File: src/rtl/burst_serial_port.sv
module burst_serial_port #(
  parameter int DW    = 8,
  parameter int DEPTH = 8,
  parameter int HALF  = 8,
  parameter int AW    = 4
) (
  input  logic          clk,
  input  logic          rst_n,
  input  logic          reg_we,
  input  logic [AW-1:0] reg_addr,
  input  logic [DW-1:0] reg_wdata,
  output logic [DW-1:0] reg_rdata,
  input  logic          sck_in,
  output logic          sck_out,
  output logic          sck_oe,
  input  logic          sdi,
  output logic          sdo,
  output logic          sdo_oe,
  input  logic          cs_n,
  output logic          busy,
  output logic          done
);
  localparam int IW   = $clog2(DEPTH);
  localparam int BW   = $clog2(DW);
  localparam int DIVW = $clog2(2*HALF);
  localparam logic [AW-1:0] CTRL = AW'(DEPTH);

  logic [DW-1:0]   mem [DEPTH];
  logic [IW-1:0]   cnt_m1, idx;
  logic [IW:0]     done_cnt;
  logic [BW-1:0]   bitn;
  logic [DW-1:0]   rxs;
  logic [DIVW-1:0] div;
  logic            ext_mode, cs_mode, aborted, sck_r, sdo_r, busy_r, done_r;
  logic [2:0]      sk, cs;

  wire ctrl_wr = reg_we && reg_addr == CTRL && !busy_r;
  wire start   = ctrl_wr && reg_wdata[DW-1];
  wire slot_wr = reg_we && reg_addr < AW'(DEPTH) && !busy_r;
  wire gate    = !cs_mode || !cs[1];
  wire fall_ev = busy_r && gate && (ext_mode ? (sk[2] && !sk[1]) : (div == '0));
  wire rise_ev = busy_r && gate && (ext_mode ? (!sk[2] && sk[1]) : (div == DIVW'(HALF)));
  wire abort   = busy_r && cs_mode && cs[1] && !cs[2];
  wire unused_wbits = ^reg_wdata[DW-2:IW+2];

  assign sck_out = sck_r;
  assign sck_oe  = !ext_mode && gate;
  assign sdo     = sdo_r;
  assign sdo_oe  = gate;
  assign busy    = busy_r;
  assign done    = done_r;

  always_comb begin
    reg_rdata = '0;
    if (reg_addr < AW'(DEPTH)) reg_rdata = mem[reg_addr[IW-1:0]];
    else if (reg_addr == CTRL) begin
      reg_rdata[DW-1] = busy_r;
      reg_rdata[DW-2] = aborted;
      reg_rdata[IW:0] = done_cnt;
    end
  end

  always_ff @(posedge clk) begin
    if (!rst_n) begin
      sk <= '1;
      cs <= '1;
    end else begin
      sk <= {sk[1:0], sck_in};
      cs <= {cs[1:0], cs_n};
    end
  end

  always_ff @(posedge clk) begin
    if (!rst_n) begin
      for (int i = 0; i < DEPTH; i++) mem[i] <= '0;
      cnt_m1 <= '0; idx <= '0; done_cnt <= '0; bitn <= '0; rxs <= '0; div <= '0;
      ext_mode <= 1'b0; cs_mode <= 1'b0; aborted <= 1'b0;
      sck_r <= 1'b1; sdo_r <= 1'b0; busy_r <= 1'b0; done_r <= 1'b0;
    end else begin
      done_r <= 1'b0;
      if (slot_wr) mem[reg_addr[IW-1:0]] <= reg_wdata;
      if (ctrl_wr) begin
        cnt_m1   <= reg_wdata[IW-1:0];
        ext_mode <= reg_wdata[IW];
        cs_mode  <= reg_wdata[IW+1];
      end
      if (start) begin
        busy_r <= 1'b1; idx <= '0; bitn <= '0; div <= '0;
        done_cnt <= '0; aborted <= 1'b0;
      end
      if (busy_r && !ext_mode && gate)
        div <= (div == DIVW'(2*HALF-1)) ? '0 : div + 1'b1;
      if (fall_ev) begin
        sck_r <= 1'b0;
        sdo_r <= mem[idx][(DW-1) - int'(bitn)];
      end
      if (rise_ev) begin
        sck_r <= 1'b1;
        rxs   <= {rxs[DW-2:0], sdi};
        bitn  <= bitn + 1'b1;
        if (bitn == BW'(DW-1)) begin
          mem[idx] <= {rxs[DW-2:0], sdi};
          done_cnt <= {1'b0, idx} + 1'b1;
          if (idx == cnt_m1) begin
            busy_r <= 1'b0;
            done_r <= 1'b1;
          end else idx <= idx + 1'b1;
        end
      end
      if (abort) begin
        busy_r  <= 1'b0;
        aborted <= 1'b1;
        sck_r   <= 1'b1;
      end
    end
  end
endmodule

File: config.mk
export PLATFORM = sky130hd
export DESIGN_NAME = burst_serial_port
export DESIGN_NICKNAME = d
export VERILOG_FILES = /design/src/rtl/burst_serial_port.sv
export SDC_FILE = /design/constraint.sdc
export NUM_CORES = 1
export LEC_CHECK = 0
export BUFFER_PORTS_ARGS = -buffer_cell sky130_fd_sc_hd__buf_2
export CAP_MARGIN = 10
export CORE_MARGIN = 4
export CORE_UTILIZATION = 55
export DETAILED_ROUTE_END_ITERATION = 6
export GPL_ROUTABILITY_DRIVEN = 0
export GPL_TIMING_DRIVEN = 1
export PLACE_DENSITY = 0.73
export SLEW_MARGIN = 20
export SYNTH_ARGS = -nofsm -noshare
export SYNTH_HDL_FRONTEND = slang
export SYNTH_SLANG_ARGS = --single-unit
File: constraint.sdc
create_clock -name clk -period 2.9 [get_ports clk]
set_input_delay 0.58 -clock clk [delete_from_list [all_inputs] [get_ports clk]]
set_output_delay 0.58 -clock clk [all_outputs]
set_load 0.005 [all_outputs]
* Yosys cells after proc, flatten, opt, wreduce, memory -nomap -nowiden *
Memory sizes are Yosys's and may differ from the RTL's. A register that Yosys moved wholly into a read port is not among the register bits.
Cells that the tools add are included.

storage, ports and cells
  latch bits = 0
  input port bits = 18
  memories = 1
  memory bits (read-only) = 0
  output and inout bits = 14
  memory bits (writable) = 64
  logic and storage cells = 106
  register bits = 37

memories
  name  depth  bits a word  rd ports  clocked after Yosys merged registers in  write ports  line  source
  mem   8      8            2         1                                        8            28    logic [DW-1:0] mem [DEPTH];

operators by class
  muxes and demuxes = 44
  bitwise operators = 1
  eq/ne operators = 5
  $mul = 0
  $lt $le $gt $ge = 2
  $add $sub $neg = 5
  shift operators = 0
  div/mod/pow operators = 0
  reduce and logical (&&, ||, !) cells = 33

operators by type and width
  kind                                                                   count
  4-bit 2-to-1 mux                                                       8
  3-bit 2-to-1 mux                                                       9
  1-bit 2-to-1 mux                                                       21
  1-bit logical AND                                                      16
  8-bit 2-to-1 mux                                                       2
  8-bit OR reduction                                                     2
  4-bit == test (second input constant)                                  3
  1-bit zero test                                                        7
  3-bit by 1-bit adder with 3-bit output (second input constant)         2
  2-bit 2-to-1 mux                                                       3
  2-bit nonzero test                                                     3
  4-bit by 5-bit < comparator with 1-bit output (second input constant)  1
  3-bit by 1-bit adder with 4-bit output (second input constant)         1
  4-bit by 1-bit adder with 4-bit output (second input constant)         1
  4-bit zero test                                                        1
  4-bit < comparator (second input constant)                             1
  3-bit by 3-bit subtractor with 4-bit output (first input constant)     1
  1-bit binary-select mux with 3-bit select                              1
  3-bit == test                                                          1
  3-bit == test (second input constant)                                  1
  3-bit AND reduction                                                    1
  3-bit OR reduction                                                     1
  2-bit OR reduction                                                     1
  1-bit logical OR                                                       1
  1-bit inverter                                                         1

* Logic depth before layout (Yosys ltp) *
  depth after elaboration = 9
  mapped depth = 8
  gate-level depth less buffers = 7

* Worst setup path after synthesis *
Ideal clock, no wire load.

  path type = register to register
  from = register div[0]
  to = memory mem[0][0], enable pin
  path buffers = 1
  data required time = 2.571 ns
  stages on the path, launching flop included = 9
  arrival = 2.194 ns
  library setup time = 0.329 ns
  setup slack = 0.376 ns
  clock period less this slack = 2.524 ns
  path through = dfxtp_1 inv_1 ha_1 and4bb_2 o2111ai_4 buf_6 mux2i_4 nand4_4 nand2_1

RTL lines
  item                    line  source
  start, declared         33    logic [DIVW-1:0] div;
  start signal, assigned  92    div <= (div == DIVW'(2*HALF-1)) ? '0 : div + 1'b1;
  end, declared           28

==> summary.txt <==
H-tree Lvls: 3
Root Buffer: clkbuf_8
Commonest cells after routing, fill and taps aside: 82 x nor2_1, 64 x edfxtp_1, 43 x nand2_1, 38 x buf_4, 37 x dfxtp_1
Layout area overhead: 13.06%
Final Max Slew Viols: 0
Crit path from: div[0]
Net Count, Synth: 478
Grt ovf: 0
CTS Sinks: 101
Synth top area share: 36.61%
Critical path type: flop to flop
Crit. End Element: flop
Synth area leaders: edfxtp_1 37%, dfxtp_1 14%, mux4_2 10%
ANT nets after route: 0
First-pass DRT Iterations: 5
Total global-route track usage: 25.86%
Die footprint: 11170 µm²
Layout fillers: 788
Avg WL per Cell: 21.16 µm
Reg-to-reg endpoint: mem[7][3]
Slew HR: 52.93%
Initial core utilization: 56.55%
I/O pin cnt: 32
Die Height: 105.7 µm
Reg-to-reg slack, setup: 0.14 ns
Row count: 35
# setup viols final: 0
Post-synthesis cell type count: 49
Largest net degree at the start of global routing: 29
TNS Setup: 0 ns
Clock latency at the later pin of the worst-skew pair: 0.37 ns
FMAX: 0.3621 GHz
Fin. Hold Viols: 0
Max cap viols: 0
Number of global-route vias before repair: 4007
Initial antenna violation count: 0
R2R Path Start: div[0]
Synthesis Warnings: 0
Final Net Count: 532
Number of enable flip-flop cells after synthesis: 64
Initial drt markers: 317
Post-DP HPWL: 9512 µm
Register area share after synthesis: 50.71%
Commonest non-fill, non-tap cell in the layout: nor2_1
Critical Path Start Type: flop
Via/cell ratio: 6.095
Status: finished, final reports clean
Via count: 3919
Avg Cell Area, Syn: 11.54 µm²
Tcrit/Tclk final: 95.24%
RSZ-0062 raised after global routing: false
Final wirelength: 13610 µm
Power per Cell Area: 450.7 nW/µm²
PostCTS Resize Cnt: 0
CP Data Arrival Time: 2.76 ns
Final Util: 63.94%
Placed Area: 5739 µm²
Hold Crit Class: primary input to flop
First-pass GRT wire length: 21840 µm
Hold_buf cts: 0
Residual DRC: 0
Pre-CTS setup slack: 0.1465 ns
Post-synth ARST share: 0%
Reg clk slew, reported paths: 0.10 ns
Ant. Diodes: 0
Layout cells sized above 1: 25.10%
Worst-Margin Slew: 0.7014 ns
Die width: 105.7 µm
Setup ws final: 0.1380 ns
Final min period: 2.762 ns
Yosys top cell by area: edfxtp_1
Reg2reg path depth: 7
Non-Filler Cell Area, Final: 5936 µm²
Cells after Synth: 455
Worst-path fanout max: 8
PortBufs: 31
Worst Setup EP: mem[7][3]
Synth Cell Area: 5250 µm²
CTS tree: yes
Setup Skew: 0.01320 ns
Pleak: 0.002243 µW
Synth Flop Type: edfxtp_1
Post-CTS setup buffers: 0
Peak VDD IR: 0.2492 mV
#FFs+latches synth: 101
Maximum clock path buffer count: 2
WP data required: 2.89 ns
Core area: 9284 µm²
TritonCTS buffer count: 9
metrics by stage:
| stage | hold WS [ns] | total power, µW | instances |
|---|---|---|---|
| after floorplan | 0.3863 | 1742 | 455 |
| after global placement | 0.3893 | 1828 | 627 |
| after detailed placement | 0.3998 | 1835 | 627 |
| after CTS | 0.3724 | 2679 | 643 |
| after global routing | 0.4019 | 2771 | 643 |
| final | 0.3795 | 2675 | 643 |
where the power goes:
| group | internal, µW | switching, µW | leakage (µW) |
|---|---|---|---|
| sequential | 1560 | 20.3 | 0.000983 |
| combinational | 90.9 | 134 | 0.00116 |
| clock | 389 | 483 | 0.000100 |
worst min-delay path by stage:
stage | startpoint | end | slack, ns | cells after the start
2_1_floorplan | cs[0] | cs[1] | 0.39 | 1
3_3_place_gp | cs[0] | cs[1] | 0.39 | 1
3_5_place_dp | cs[0] | cs[1] | 0.40 | 1
4_1_cts | sck_in | sk[0] | 0.37 | 2
5_1_grt | sck_in | sk[0] | 0.40 | 2
6_report | sck_in | sk[0] | 0.38 | 2
synth_stat cells, types with 3 or more instances:
cell type  count
nor2_1        82
edfxtp_1      64
nand2_1       46
dfxtp_1       37
mux2i_1       32
a21oi_1       27
mux4_2        24
nand3_1       15
clkbuf_1      13
o21ai_0       10
nand2b_1       9
buf_2          8
nand4_4        8
a22oi_1        5
ha_1           5
inv_1          5
and3_1         4
nand4_1        4
nor2b_1        4
xor2_1         4
a31oi_1        3
and2_1         3
and3b_1        3
buf_1          3
mux2_2         3
nand3b_1       3
nor3_1         3
registers in the layout, indices dropped and copies added, names as in the netlist:
register	cells
sdo	1
done_cnt	4
done	1
aborted	1
rxs	7
cs_mode	1
bitn	3
cs	3
idx	3
div	4
sck_out	1
busy	1
ext_mode	1
sk	3
cnt_m1	3
mem	64
layer usage:
layer  wire, µm  vias to the layer above  GRT usage [%]
li1           -                     1786              -
met5          0                        -              0
met4        379                        0          10.92
met3       1035                       24          4.348
met2       6785                      176          42.26
met1       5406                     1933          34.27
cells by family after synthesis:
| group | share of synthesized area (%) |
|---|---|
| buffers and inverters | 2.622 |
| DFF | 50.71 |
| muxes | 18.16 |
| adders and majority gates | 1.192 |
| xor gates and xnor gates | 0.6672 |
| AOI/OAI and AO/OA | 7.746 |
| and+or+nand+nor | 18.90 |
critical path, cell delays in order (launching register included):
cell	delay, ns
dfxtp_1	0.42
inv_1	0.08
ha_1	0.21
and4bb_2	0.28
o2111ai_4	0.43
mux2_2	0.49
nand4_4	0.13
nand2_1	0.34
layout make-up:
| class | count | area [µm²] | share of cell area, % |
|---|---|---|---|
| Multi-Input combinational cell | 323 | 2464 | 41.51 |
| Clock buffer | 13 | 170.2 | 2.867 |
| Timing Repair Buffer | 69 | 440.4 | 7.420 |
| Sequential cell | 101 | 2663 | 44.86 |
| Inverter | 5 | 18.77 | 0.3162 |
| Tap cell | 129 | 161.4 | 2.719 |
| Clock inverter | 3 | 18.77 | 0.3162 |
(Power assumes the default switching activity.)
